--- config.mk ---
export PLATFORM = sky130hd
export DESIGN_NAME = rx_delay_seq
export DESIGN_NICKNAME = d
export VERILOG_FILES = /design/src/rtl/rxs_pkg.sv /design/src/rtl/rxs_countdown.sv /design/src/rtl/rxs_sof_hunt.sv /design/src/rtl/rxs_deser.sv /design/src/rtl/rx_delay_seq.sv
export SDC_FILE = /design/constraint.sdc
export NUM_CORES = 1
export LEC_CHECK = 0
export BUFFER_PORTS_ARGS = -buffer_cell sky130_fd_sc_hd__buf_2
export CORE_ASPECT_RATIO = 0.5
export CORE_UTILIZATION = 35
export CTS_BUF_LIST = sky130_fd_sc_hd__clkbuf_4
export CTS_CLUSTER_SIZE = 14
export DETAILED_ROUTE_END_ITERATION = 8
export PLACE_DENSITY = 0.55
export SLEW_MARGIN = 20
export SYNTH_ARGS = -nofsm -noshare
export SYNTH_HDL_FRONTEND = slang
export SYNTH_HIERARCHICAL = 1
export SYNTH_SLANG_ARGS = --single-unit
--- constraint.sdc ---
create_clock -name clk -period 3.5 [get_ports clk]
set_input_delay 0.7 -clock clk [delete_from_list [all_inputs] [get_ports clk]]
set_output_delay 0.7 -clock clk [all_outputs]
set_load 0.01 [all_outputs]
--- src/rtl/rxs_pkg.sv ---
package rxs_pkg;
  typedef enum logic [2:0] {
    MS_IDLE = 3'd0,
    MS_WAIT = 3'd1,
    MS_PREP = 3'd2,
    MS_ARM  = 3'd3,
    MS_SOF  = 3'd4,
    MS_RECV = 3'd5,
    MS_DONE = 3'd6
  } modem_st_e;
endpackage

--- src/rtl/rxs_countdown.sv ---
module rxs_countdown #(
  parameter int W   = 8,
  parameter int MIN = 3
) (
  input  logic         clk,
  input  logic         rst_n,
  input  logic         load,
  input  logic         dec,
  input  logic [W-1:0] cfg,
  output logic [W-1:0] cnt,
  output logic         long_wait
);
  localparam logic [W-1:0] MINV = W'(MIN);

  logic [W-1:0] ld_val;
  logic [W-1:0] cnt_q, cnt_d;

  assign ld_val    = (cfg < MINV) ? MINV : cfg;
  assign long_wait = ld_val > MINV;
  assign cnt       = cnt_q;

  always_comb begin
    cnt_d = cnt_q;
    if (load) begin
      cnt_d = ld_val;
    end else if (dec && cnt_q != '0) begin
      cnt_d = cnt_q - W'(1);
    end
  end

  always_ff @(posedge clk or negedge rst_n) begin
    if (!rst_n) begin
      cnt_q <= '0;
    end else begin
      cnt_q <= cnt_d;
    end
  end

  AST_CNT_FLOOR: assert property (@(posedge clk) disable iff (!rst_n)
    load |=> cnt_q >= MINV);
endmodule

--- src/rtl/rxs_sof_hunt.sv ---
module rxs_sof_hunt #(
  parameter int               SOF_W   = 4,
  parameter logic [SOF_W-1:0] SOF_PAT = 4'b1101
) (
  input  logic clk,
  input  logic rst_n,
  input  logic clr,
  input  logic shift,
  input  logic bit_in,
  output logic hit
);
  localparam int HW = SOF_W - 1;

  logic [HW-1:0] hist_q, hist_d;

  assign hit = shift && ({hist_q, bit_in} == SOF_PAT);

  always_comb begin
    hist_d = hist_q;
    if (clr) begin
      hist_d = '0;
    end else if (shift) begin
      hist_d = {hist_q[HW-2:0], bit_in};
    end
  end

  always_ff @(posedge clk or negedge rst_n) begin
    if (!rst_n) begin
      hist_q <= '0;
    end else begin
      hist_q <= hist_d;
    end
  end
endmodule

--- src/rtl/rxs_deser.sv ---
module rxs_deser #(
  parameter int BYTE_W = 8
) (
  input  logic                          clk,
  input  logic                          rst_n,
  input  logic                          clr,
  input  logic                          shift,
  input  logic                          flush,
  input  logic                          bit_in,
  output logic                          wr,
  output logic [BYTE_W-1:0]             data,
  output logic [$clog2(BYTE_W+1)-1:0]   nbits
);
  localparam int IDX_W = $clog2(BYTE_W);
  localparam int NB_W  = $clog2(BYTE_W+1);
  localparam logic [IDX_W-1:0] LAST = IDX_W'(BYTE_W-1);

  logic [BYTE_W-1:0] acc_q, acc_d, nxt;
  logic [IDX_W-1:0]  idx_q, idx_d;
  logic              wr_q, wr_d;
  logic [BYTE_W-1:0] data_q, data_d;
  logic [NB_W-1:0]   nb_q, nb_d;

  assign wr    = wr_q;
  assign data  = data_q;
  assign nbits = nb_q;

  always_comb begin
    acc_d  = acc_q;
    idx_d  = idx_q;
    wr_d   = 1'b0;
    data_d = data_q;
    nb_d   = nb_q;
    nxt    = acc_q;
    nxt[idx_q] = bit_in;
    if (clr) begin
      acc_d = '0;
      idx_d = '0;
    end else if (shift) begin
      if (idx_q == LAST) begin
        wr_d   = 1'b1;
        data_d = nxt;
        nb_d   = NB_W'(BYTE_W);
        acc_d  = '0;
        idx_d  = '0;
      end else begin
        acc_d = nxt;
        idx_d = idx_q + IDX_W'(1);
      end
    end else if (flush && idx_q != '0) begin
      wr_d   = 1'b1;
      data_d = acc_q;
      nb_d   = NB_W'(idx_q);
      acc_d  = '0;
      idx_d  = '0;
    end
  end

  always_ff @(posedge clk or negedge rst_n) begin
    if (!rst_n) begin
      acc_q  <= '0;
      idx_q  <= '0;
      wr_q   <= 1'b0;
      data_q <= '0;
      nb_q   <= '0;
    end else begin
      acc_q  <= acc_d;
      idx_q  <= idx_d;
      wr_q   <= wr_d;
      data_q <= data_d;
      nb_q   <= nb_d;
    end
  end

  AST_NBITS_RANGE: assert property (@(posedge clk) disable iff (!rst_n)
    wr_q |-> (nb_q != '0 && nb_q <= NB_W'(BYTE_W)));
endmodule

--- src/rtl/rx_delay_seq.sv ---
module rx_delay_seq
  import rxs_pkg::*;
#(
  parameter int               WAIT_W  = 8,
  parameter int               LVL_W   = 4,
  parameter int               BYTE_W  = 8,
  parameter int               PREP_N  = 3,
  parameter int               SOF_W   = 4,
  parameter logic [SOF_W-1:0] SOF_PAT = 4'b1101
) (
  input  logic                               clk,
  input  logic                               rst_n,
  input  logic                               start,
  input  logic [WAIT_W-1:0]                  wait_cfg,
  input  logic [LVL_W-1:0]                   min_level,
  input  logic                               bit_en,
  input  logic                               sig_valid,
  input  logic [LVL_W-1:0]                   sig_level,
  input  logic                               rx_bit,
  input  logic                               done_clr,
  output logic [2:0]                         modem_state,
  output logic                               rx_prep,
  output logic                               fifo_wr,
  output logic [BYTE_W-1:0]                  fifo_data,
  output logic [$clog2(BYTE_W+1)-1:0]        fifo_bits,
  output logic                               done_irq
);
  modem_st_e         st_q, st_d;
  logic              done_q, done_d;
  logic [WAIT_W-1:0] cnt;
  logic              long_wait, load, dec, qualify;
  logic              sof_hit, sh_en, ds_shift, ds_flush;

  assign load     = start && (st_q == MS_IDLE || st_q == MS_DONE);
  assign dec      = bit_en && (st_q == MS_WAIT || st_q == MS_PREP);
  assign qualify  = sig_valid && (sig_level > min_level);
  assign sh_en    = bit_en && sig_valid && (st_q == MS_SOF);
  assign ds_shift = bit_en && sig_valid && (st_q == MS_RECV);
  assign ds_flush = bit_en && !sig_valid && (st_q == MS_RECV);

  rxs_countdown #(.W(WAIT_W), .MIN(PREP_N)) u_cnt (
    .clk(clk), .rst_n(rst_n), .load(load), .dec(dec),
    .cfg(wait_cfg), .cnt(cnt), .long_wait(long_wait)
  );

  rxs_sof_hunt #(.SOF_W(SOF_W), .SOF_PAT(SOF_PAT)) u_sof (
    .clk(clk), .rst_n(rst_n), .clr(load), .shift(sh_en),
    .bit_in(rx_bit), .hit(sof_hit)
  );

  rxs_deser #(.BYTE_W(BYTE_W)) u_deser (
    .clk(clk), .rst_n(rst_n), .clr(load), .shift(ds_shift),
    .flush(ds_flush), .bit_in(rx_bit), .wr(fifo_wr),
    .data(fifo_data), .nbits(fifo_bits)
  );

  always_comb begin
    st_d = st_q;
    unique case (st_q)
      MS_IDLE, MS_DONE: if (load) st_d = long_wait ? MS_WAIT : MS_PREP;
      MS_WAIT: if (bit_en && cnt == WAIT_W'(PREP_N + 1)) st_d = MS_PREP;
      MS_PREP: if (bit_en && cnt == WAIT_W'(1)) st_d = MS_ARM;
      MS_ARM:  if (bit_en && qualify) st_d = MS_SOF;
      MS_SOF: begin
        if (bit_en && !sig_valid) st_d = MS_DONE;
        else if (sof_hit)         st_d = MS_RECV;
      end
      MS_RECV: if (bit_en && !sig_valid) st_d = MS_DONE;
      default: st_d = MS_IDLE;
    endcase
  end

  always_comb begin
    done_d = done_q;
    if (st_d == MS_DONE && st_q != MS_DONE) begin
      done_d = 1'b1;
    end else if (done_clr) begin
      done_d = 1'b0;
    end
  end

  always_ff @(posedge clk or negedge rst_n) begin
    if (!rst_n) begin
      st_q   <= MS_IDLE;
      done_q <= 1'b0;
    end else begin
      st_q   <= st_d;
      done_q <= done_d;
    end
  end

  assign modem_state = st_q;
  assign rx_prep     = (st_q == MS_PREP);
  assign done_irq    = done_q;

  AST_WAIT_ABOVE: assert property (@(posedge clk) disable iff (!rst_n)
    (st_q == MS_WAIT) |-> (cnt > WAIT_W'(PREP_N)));
  AST_PREP_WINDOW: assert property (@(posedge clk) disable iff (!rst_n)
    (st_q == MS_PREP) |-> (cnt != '0 && cnt <= WAIT_W'(PREP_N)));
  AST_WR_IN_RECV: assert property (@(posedge clk) disable iff (!rst_n)
    fifo_wr |-> ($past(st_q) == MS_RECV));
  AST_DONE_HOLD: assert property (@(posedge clk) disable iff (!rst_n)
    (done_q && !done_clr) |=> done_q);
  AST_NO_EN_HOLD: assert property (@(posedge clk) disable iff (!rst_n)
    (!bit_en && st_q inside {MS_WAIT, MS_PREP, MS_ARM, MS_SOF, MS_RECV})
      |=> ($stable(st_q) && $stable(cnt)));
endmodule

Word level (Yosys, flattened, before mapping):

Index checks and enable logic that the tools add are counted.
W data, S select, Z words.

* register bits: 39
* input port bits: 23
* output and inout port bits: 18
* logic and storage cells: 96

* add/subtract/negate cells: 2
* $lt $le $gt $ge: 5
* equal/unequal tests: 13
* muxes and demuxes: 37
* bitwise gates (word level): 1
* reductions and logical operators: 29

Operators by type and width (count)
* $mux W8: 10
* $mux W3: 13
* $pmux W3 S6: 1
* $logic_and A1 B1 Y1: 16
* $eq A3 B3 Y1 const B: 5
* $mux W4: 3
* $bwmux W8: 1
* $eq A8 B1 Y1 const B: 1
* $eq A8 B3 Y1 const B: 1
* $gt A8 B2 Y1 const B: 1
* $lt A8 B2 Y1 const B: 1
* $reduce_bool A2 Y1: 4
* $reduce_bool A8 Y1: 1
* $sub A8 B1 Y8 const B: 1
* $mux W1: 7
* $eq A3 B2 Y1 const B: 2
* $reduce_bool A3 Y1: 2
* $eq A4 B4 Y1 const B: 1
* $gt A4 B4 Y1: 1
* $lt A3 B4 Y1 const B: 1
* $add A3 B1 Y3 const B: 1
* $demux W1 S3: 1
* $eq A3 B1 Y1 const B: 1
* $ge A3 B1 Y1 const B: 1
* other kinds (9): 10

Longest topological paths before layout:

Gate-level depths: netlist of the first run.

* depth in word-level cells: 9
* mapped depth: 9
* depth with buffers taken out: 9

Modules after synthesis:

The synthesis of the first run kept the hierarchy.

Modules (own cells, without submodules)
* rxs_deser: instances 1, cells an instance 124, area each 1301.2 µm², seq. area each 600.6 µm²
* rxs_countdown: instances 1, cells an instance 60, area each 551.8 µm², seq. area each 200.2 µm²
* rx_delay_seq: instances 1, cells an instance 70, area each 504.2 µm², seq. area each 100.1 µm²
* rxs_sof_hunt: instances 1, cells an instance 12, area each 128.9 µm², seq. area each 75.1 µm²

Worst setup path before layout of the first run:

No wires, ideal clock.

* kind: input to register
* start point: input port wait_cfg[7]
* end point: register done_q (netlist: done_irq)
* library setup time: 95 ps
* arrival: 2319 ps
* data required time: 3405 ps
* setup slack: 1086 ps
* stages on the path: 8
* path buffers: 0
* cells stage by stage: or4_1 > nor3_1 > inv_1 > nand2b_1 > a21oi_1 > a21oi_1 > o221a_1 > o32ai_2

* cells in the longest elaborated chain, start to end: 9
* elaborated cells on any way between the ends: 10
* classes of those cells: 2 x order compare; 1 x eq/ne; 5 x mux; 2 x reduce/logical

Ends and longest elaborated chain
* start: declaration: RTL line rx_delay_seq.sv:14 `input logic [WAIT_W-1:0] wait_cfg,`
* $lt A8 B2 Y1: RTL line rxs_countdown.sv:18 `assign ld_val = (cfg < MINV) ? MINV : cfg;`
* $mux W8 (*): RTL line rxs_countdown.sv:18
* $gt A8 B2 Y1 (*): RTL line rxs_countdown.sv:19 `assign long_wait = ld_val > MINV;`
* named net long_wait: RTL line rx_delay_seq.sv:31 `logic long_wait, load, dec, qualify;`
* $mux W2 (*): RTL line rx_delay_seq.sv:60 `MS_IDLE, MS_DONE: if (load) st_d = long_wait ? MS_WAIT : MS_PREP;`
* $mux W3 (*): RTL line rx_delay_seq.sv:60
* $pmux W3 S6 (*): RTL line rx_delay_seq.sv:59 `unique case (st_q)`
* $eq A3 B3 Y1 (*): RTL line rx_delay_seq.sv:75 `if (st_d == MS_DONE && st_q != MS_DONE) begin`
* $logic_and A1 B1 Y1 (*): RTL line rx_delay_seq.sv:75
* $mux W1 / $reduce_bool A2 Y1 (equally long branches)
* end signal: assignment: RTL line rx_delay_seq.sv:88 `done_q <= done_d;`
* end: declaration: RTL line rx_delay_seq.sv:29 `logic done_q, done_d;`

Mark *: on every way through the listed nets, which the timed path passes. The rest lies on a longest branch.
A chain may end at the register's enable or synchronous reset.

Worst setup path after layout of the first run:

Same ends and word-level chain as after synthesis.

==> out/qor.txt, run 1 <==
ANT cells -> 0
Worst Clk Skew -> 16.0 ps
Crit path capture type -> flip-flop
Commonest non-fill, non-tap cells in the layout -> buf_2, dfrtp_1, o21ai_0
Drt first pass iters -> 4
# IOs -> 41
Ys async rst share -> 100%
Post-synthesis sequential area ratio -> 39.3%
Initial antenna violation count -> 0
CTS Hold Buffers Added -> 0
TritonCTS buffer count -> 5
Mean Syn Cell Area -> 9.35 sq um
Arrival time worst endpoint -> 2710 ps
# placed instances -> 390
FF-to-FF Start -> modem_state[2]
Reg2reg path depth -> 9
Layout cells sized above 1 -> 22.9%
Worst Path Max Fanout -> 3
Final HPWL DP -> 3730 um
Via count -> 2018
Post-layout nets -> 339
Buffer depth of the longest clock path -> 2
Tmin final -> 2450 ps
Lkg Pwr -> 1.28 nW
Critical path class -> in2reg
Number of DRC markers in iteration 0 -> 69
Slew Viols, Final -> 0
Worst EP required -> 3760 ps
CTS Root Cell -> clkbuf_4
Clk_lat worst skew -> 360 ps
Vias per Instance -> 5.07
Crit path from -> wait_cfg[7]
Pwr Density -> 494 nW/um^2
Routed Antenna Nets -> 0
Global-route wire length before repair -> 8370 um
Fmax -> 409 MHz
Syn. warnings -> 6
Post-synthesis cell count -> 266
Unrepaired setup endpoints after global routing -> false
Final core utilization -> 41.4%
Synthesized net count -> 300
Post-synthesis sequential element count -> 39
CTS H-tree lvls -> 2
Core area -> 6780 sq um
Die Area -> 7460 sq um
Worst hold path type -> in2async
Chip height -> 61.6 um
GRT Total Usage -> 14.5%
Pin count of the biggest net entering global routing -> 40
Main synth FF type -> dfrtp_1
Post-synth EDFFs -> 0
R2r setup slk -> 1090 ps
Row count -> 21
Cell variety after synth -> 57
Grt ovf -> 0
Vias in the first global route -> 1749
Slew at the pin with the worst max-slew slack -> 896 ps
Setup TNS -> 0 ps
Routability cong. -> 0.840
FF-to-FF End -> done_irq
Clk slew on worst S/H paths -> 130 ps
Final hold slack -> 447 ps
P&R area growth vs syn -> 12.8%
CTS tree -> yes
Fillers -> 692
Final Hold Vio Count -> 0
Cell Area, Synth -> 2490 sq um
Final std cells w/o fill -> 398
Clock sink count -> 39
Drt wl/cell -> 13.2 um
Final WS setup -> 1050 ps
Drc violations -> 0
Period utilization -> 69.9%
Starting density of the core -> 36.7%
Endpoints failing setup -> 0
Most common cell after layout, fill and taps aside -> buf_2
Status -> finished, final reports clean
Pre-CTS setup slack -> 726 ps
Port Buffers -> 40
Max Cap Violations -> 0
Critical Path Start Type -> primary input
DRT Wirelength -> 5250 um
Slew HR -> 40.3%
Post-CTS Setup Inserts -> 0
Peak VDD IR -> 200 uV
CTS resizes -> 0
Chip Width -> 121 um
-- cell families after synthesis --
logic type / synth area share [%]
AO/OA/AOI/OAI: 19.0
XOR/XNOR: 0.352
adder cells (fa/ha/maj): 5.54
buffers and inverters: 6.74
flip-flops: 39.3
multiplexers: 6.14
AND/OR/NAND/NOR: 22.9
-- per-stage QoR --
| step | cell area (sq um) | power (W) |
|---|---|---|
| after floorplan | 2490 | 0.000955 |
| after global placement | 2720 | 0.00108 |
| after detailed placement | 2720 | 0.00108 |
| after CTS | 2810 | 0.00140 |
| after global routing | 2810 | 0.00149 |
| final | 2810 | 0.00139 |
-- sequential cells by signal, indices dropped and copies added (netlist names) --
register / flops
done_irq: 1
modem_state: 3
u_cnt/cnt: 8
u_deser/acc_q: 8
u_deser/data: 8
u_deser/idx_q: 3
u_deser/nbits: 4
u_deser/wr: 1
u_sof/hist_q: 3
-- worst max-delay path by stage --
| stage | slack [ps] | depth (start not counted) | end |
|---|---|---|---|
| 6_report | 1050 | 9 | done_irq |
| 5_1_grt | 790 | 9 | modem_state[0] |
| 4_1_cts | 1090 | 9 | done_irq |
| 3_5_place_dp | 730 | 9 | done_irq |
| 3_3_place_gp | 810 | 9 | done_irq |
| 2_1_floorplan | 1090 | 8 | done_irq |
-- power breakdown --
group          leakage, nW  internal [W]  switching (W)
sequential           0.522      0.000511       0.000119
combinational        0.717      0.000199       0.000243
clock               0.0452      0.000150       0.000165
total                 1.28      0.000860       0.000527
-- critical path, cell delays in order --
cell,delay (ps)
buf_2,100
or4_1,520
nor3_1,360
inv_1,140
nand2b_1,170
a21oi_1,140
a21oi_1,50
o221a_1,270
o32ai_2,250
-- Yosys cell counts, types with 3 or more instances --
| cell type | count | area share [%] |
|---|---|---|
| nand3b_1 | 5 | 1.5 |
| a21oi_1 | 17 | 3.4 |
| inv_1 | 16 | 2.4 |
| nor2b_1 | 8 | 2.0 |
| ha_1 | 11 | 5.5 |
| nand2_1 | 20 | 3.0 |
| nand3_1 | 9 | 1.8 |
| nor2_1 | 22 | 3.3 |
| o21ai_1 | 3 | 0.60 |
| o21a_1 | 3 | 0.91 |
| nand2b_1 | 7 | 1.8 |
| a22o_1 | 4 | 1.4 |
| nor3b_1 | 3 | 0.91 |
| o21ai_0 | 27 | 5.4 |
| nor3_1 | 5 | 1.0 |
| dfrtp_1 | 39 | 39 |
| buf_6 | 4 | 1.8 |
| mux2i_1 | 13 | 5.2 |
-- routing by layer --
metal	up-vias	track usage [%]	wire, um
li1	1030	-	-
met1	945	19.9	2710
met2	39	22.0	2240
met3	4	4.26	256
met4	0	4.41	36
met5	-	0	0
-- layout make-up --
type                    instances  area [sq um]  share of cell area (%)
flip-flops and latches         39           976                    34.8
multi-input cells             198          1340                    47.9
clock buffers                   5          37.5                    1.34
clock inverters                 3          43.8                    1.56
inverters                      18          67.6                    2.41
repair buffers                 43           223                    7.94
well taps                      92           115                    4.10
(Power assumes the default switching activity.)
==> run 2: changes to the inputs <==
- clock period: 3.5 -> 2.53 ns (I/O delays scaled with it)
==> run 2 against run 1 <==
  * Via count increased by 0.94%
  * Highest routed layer unchanged
  * Clock skew is 3.5 ps lower
  * Sequential power grew 34%
  * Combinational power increased by 53%
  * Final cell count grew 1.8%
  * Non-clock buffer count increased by 7
  * Power rose by 49%
  * Wire length increased by 0.32%
  * Largest power group unchanged
==> out/qor.txt, run 2 (synthesis results as in run 1) <==
Status -> finished, final reports clean
Setup TNS -> 0 ps
Clock group share of total power -> 26.2%
Critical path class -> reg2reg
Number of DRC markers in iteration 0 -> 97
Largest stage delay on the critical path -> 540 ps
Clock sink count -> 39
Global-route wire length before repair -> 8830 um
Period utilization -> 86.9%
Drc violations -> 0
CTS Root Cell -> clkbuf_4
Chip Width -> 121 um
Vias in the first global route -> 1811
Crit path cell chain -> nor3b_1 -> a21oi_1 -> nor2_1 -> or4b_4 -> o41ai_1 -> mux2_1
Commonest non-fill, non-tap cells in the layout -> buf_2, dfrtp_1, o21ai_0
Final Hold Vio Count -> 0
Slew Viols, Final -> 0
Slew HR -> 40.0%
Final HPWL DP -> 3840 um
Chip height -> 61.6 um
# IOs -> 41
Port Buffers -> 40
Pre-CTS setup slack -> 84.3 ps
Worst Path Max Fanout -> 9
Vias per Instance -> 5.03
Routed Antenna Nets -> 0
Die Area -> 7460 sq um
Power Total -> 0.00206 W
CP Depth -> 6
CP delay by family, top -> simple AND/OR/NAND/NOR gates
Pin count of the biggest net entering global routing -> 40
Drt first pass iters -> 4
Drt wl/cell -> 13.0 um
Max Cap Violations -> 0
Row count -> 21
CTS tree -> yes
Starting density of the core -> 36.7%
Crit path capture type -> flip-flop
Arrival time worst endpoint -> 2490 ps
Worst Clk Skew -> 12.5 ps
Initial antenna violation count -> 0
Unrepaired setup endpoints after global routing -> false
CTS Hold Buffers Added -> 0
ANT cells -> 0
Most common cell after layout, fill and taps aside -> buf_2
Endpoints failing setup -> 0
Final WS setup -> 332 ps
Switching power -> 0.000732 W
Routability cong. -> 0.824
Clk_lat worst skew -> 360 ps
Combinational share of power -> 32.7%
Tmin final -> 2200 ps
CTS H-tree lvls -> 2
Worst hold path type -> in2async
Net Sw Frac -> 35.5%
Fmax -> 455 MHz
Reg2reg path depth -> 6
P&R area growth vs syn -> 15.9%
Via count -> 2037
TritonCTS buffer count -> 5
Post-layout nets -> 346
Pwr Density -> 716 nW/um^2
Slowest cell on crit path -> dfrtp_1
GRT Total Usage -> 15.3%
Critical Path Start Type -> flip-flop
Slew at the pin with the worst max-slew slack -> 901 ps
Worst EP required -> 2820 ps
Core area -> 6780 sq um
Grt ovf -> 0
DRT Wirelength -> 5270 um
Layout cells sized above 1 -> 24.6%
CP Buf/Inv Count -> 0
Final core utilization -> 42.5%
Buffer depth of the longest clock path -> 2
Post-CTS Setup Inserts -> 0
Clk slew on worst S/H paths -> 130 ps
Lkg Pwr -> 1.33 nW
Reg power frac -> 41.1%
CTS resizes -> 0
Internal power -> 0.00133 W
Peak VDD IR -> 269 uV
==> run 2: final cells by class <==
cell class | instances | area [sq um]
Sequential cell | 39 | 976
Fill cell | 684 | 3900
Tap cell | 92 | 115
Clock inverter | 2 | 60.1
Clock buffer | 6 | 45.0
Timing Repair Buffer | 50 | 275
Inverter | 18 | 67.6
Multi-Input combinational cell | 198 | 1340
==> run 2: worst reg2reg max path: cells and delay by family, from the launching register on <==
kind | cells | cell delay [ps]
mux | 1 | 190
compound gates | 2 | 470
flops | 1 | 540
simple gates | 3 | 950
==> run 2: through the flow <==
stage | hold WS, ps | std cells | instance area [sq um]
after floorplan | 210 | 266 | 2490
after global placement | 461 | 397 | 2780
after detailed placement | 470 | 397 | 2780
after CTS | 293 | 405 | 2880
after global routing | 307 | 405 | 2880
final | 260 | 405 | 2880
==> run 2: worst paths after layout <==
kind / from / to / slack, ps
setup / recovery: modem_state[1] / u_cnt/cnt[7] / 330
setup reg to reg: modem_state[1] / u_cnt/cnt[7] / 330
max in group asynchronous: rst_n / u_deser/idx_q[2] / 1700
min in group clk: done_clr / done_irq / 330
hold / removal: rst_n / u_deser/data[5] / 260
hold reg to reg: u_deser/data[5] / u_deser/data[5] / 490
==> run 2: layer usage <==
| layer | routed length, um | GRT usage, % |
|---|---|---|
| met5 | 0 | 0 |
| met3 | 206 | 3.70 |
| met2 | 2230 | 23.6 |
| met1 | 2760 | 21.4 |
| met4 | 62 | 4.76 |
==> run 2: power groups by stage <==
stage               logic (W)  registers, W  clock network [W]
floorplan            0.000486      0.000836                  0
global placement     0.000666      0.000856                  0
detailed placement   0.000677      0.000856                  0
CTS                  0.000680      0.000846           0.000550
global route         0.000781      0.000867           0.000576
finish               0.000675      0.000847           0.000540
==> run 3: changes to the inputs <==
- ABC_AREA: unset -> 1
- CORE_MARGIN: unset -> 2
- clock period: 2.53 -> 2.22 ns (I/O delays scaled with it)
==> run 3 against run 2 <==
  * Sequential cell count unchanged
  * Global-route usage increased by 0.50 points
  * Die area increased by 12%
  * Via count increased by 14%
  * Critical path depth increased by 4
  * First-iteration DRC count increased by 18%
  * Non-clock buffer count decreased by 3
  * Sequential share of layout area decreased by 1.8 points
==> out/qor.txt, run 3 <==
Buffer depth of the longest clock path -> 2
Most frequent cell after synthesis -> nand2_1
Peak VDD IR -> 424 uV
Final Hold Vio Count -> 0
Starting density of the core -> 36.2%
FF-to-FF Start -> modem_state[2]
Cell Area, Synth -> 2660 sq um
Drc violations -> 0
Clk slew on worst S/H paths -> 120 ps
GRT Total Usage -> 15.8%
Post-synth EDFFs -> 0
Period utilization -> 82.5%
Post-synthesis cell count -> 377
Slew HR -> 67.7%
Synth area leader -> dfrtp_1
CTS tree -> yes
Ranking of synthesized cells by area -> dfrtp_1, nand2_1, nand3_1
Worst EP required -> 2530 ps
Synthesized net count -> 411
Routed Antenna Nets -> 0
Setup TNS -> 0 ps
Arrival time worst endpoint -> 2140 ps
Clk_lat worst skew -> 350 ps
TritonCTS buffer count -> 5
ANT cells -> 0
Post-layout nets -> 456
Post-synthesis sequential element count -> 39
Pwr Density -> 818 nW/um^2
Commonest non-fill, non-tap cells in the layout -> nand2_1, inv_1, nand3_1
Mean Syn Cell Area -> 7.05 sq um
Tmin final -> 1830 ps
Critical path class -> reg2reg
Endpoints failing setup -> 0
DP Area -> 2990 sq um
Vias per Instance -> 4.48
DRT Wirelength -> 5850 um
Die Area -> 8350 sq um
FF-to-FF End -> u_deser/data[3]
Final Cell Area -> 3040 sq um
Vias in the first global route -> 2240
Cell variety after synth -> 28
Commonest cells post-synth -> nand2_1, inv_1, nand3_1
Critical Path Start Type -> flip-flop
Row count -> 22
Syn. warnings -> 6
Layout cells sized above 1 -> 20.8%
Post-CTS Setup Inserts -> 0
Final HPWL DP -> 4560 um
Drt first pass iters -> 4
Initial antenna violation count -> 0
Ys async rst share -> 100%
Routability cong. -> 0.828
Status -> finished, final reports clean
Number of DRC markers in iteration 0 -> 114
Lkg Pwr -> 1.71 nW
CTS Root Cell -> clkbuf_4
Reg2reg path depth -> 10
Post-synthesis sequential area ratio -> 36.7%
Chip Width -> 127 um
CTS Hold Buffers Added -> 0
Port Buffers -> 40
P&R area growth vs syn -> 14.5%
CTS H-tree lvls -> 2
Via count -> 2323
Main synth FF type -> dfrtp_1
# IOs -> 41
CTS resizes -> 0
Crit path capture type -> flip-flop
Slew at the pin with the worst max-slew slack -> 484 ps
Clock sink count -> 39
Area fraction of the dominant cell type after synthesis -> 36.7%
Worst Path Max Fanout -> 14
Unrepaired setup endpoints after global routing -> false
Worst Clk Skew -> 9.59 ps
Worst hold path type -> in2async
Chip height -> 65.6 um
Fmax -> 546 MHz
Global-route wire length before repair -> 10400 um
Most common cell after layout, fill and taps aside -> nand2_1
Core area -> 7350 sq um
Pin count of the biggest net entering global routing -> 22
Slew Viols, Final -> 0
Grt ovf -> 0
Max Cap Violations -> 0
Drt wl/cell -> 11.3 um
R2r setup slk -> 390 ps
-- run 3: per-stage QoR --
step | util [%] | cells | power [W] | setup slack (ps) | hold slack, ps
after floorplan | - | 377 | 0.00186 | 356 | 148
after CTS | 41.4 | 519 | 0.00253 | 336 | 32.3
after global placement | 40.6 | 511 | 0.00213 | 426 | 438
final | 41.4 | 519 | 0.00249 | 390 | 35.1
after global routing | 41.4 | 519 | 0.00273 | 122 | 52.0
after detailed placement | 40.6 | 511 | 0.00213 | 373 | 438
-- run 3: cell families (layout without fill, tap and decap cells) --
kind of cell / Yosys count / in the layout / share of synthesized area (%)
simple gates: 229 / 229 / 39.1
buf+inv: 66 / 112 / 10.2
flops: 39 / 39 / 36.7
compound gates: 31 / 31 / 8.47
fa+ha+maj: 11 / 11 / 5.18
xor+xnor: 1 / 1 / 0.330
-- run 3: layout make-up --
type | count | area, sq um
clock inverter | 1 | 5.00
tap | 96 | 120
timing repair buffer | 47 | 265
multi-input combinational | 272 | 1410
clock buffer | 7 | 52.6
inverter | 57 | 214
sequential | 39 | 976
fill | 775 | 4310
-- run 3: worst max path at each step --
stage | slack, ps | from | to | cells past startpoint
finish | 390 | modem_state[2] | u_deser/data[3] | 10
global route | 120 | modem_state[2] | u_deser/data[4] | 10
CTS | 340 | modem_state[2] | u_deser/data[3] | 10
detailed placement | 370 | modem_state[2] | u_deser/data[3] | 10
global placement | 430 | modem_state[2] | u_deser/data[3] | 10
floorplan | 360 | modem_state[1] | done_irq | 11
-- run 3: per-layer routing --
| metal | vias to the layer above | track usage (%) | part of all wire, % |
|---|---|---|---|
| met4 | 0 | 3.85 | 1.1 |
| met3 | 9 | 4.40 | 3.5 |
| met1 | 1016 | 21.8 | 54 |
| met5 | - | 0 | 0 |
| met2 | 27 | 24.7 | 42 |
| li1 | 1271 | - | - |
-- run 3: where the power goes --
group | switching, W | internal (W)
Sequential | 0.000139 | 0.000806
Combinational | 0.000739 | 0.000419
Clock | 0.000237 | 0.000148
Total | 0.00111 | 0.00137
-- run 3: worst max-delay path, cell delays in order, from the launching register on --
cell and delay, ps:
dfrtp_1 440, inv_1 130, nor2_1 170, nand2_1 90, nor2_1 130, inv_1 190
nand2_4 150, nand3_4 160, inv_2 190, nand2_1 90, nand2_1 50
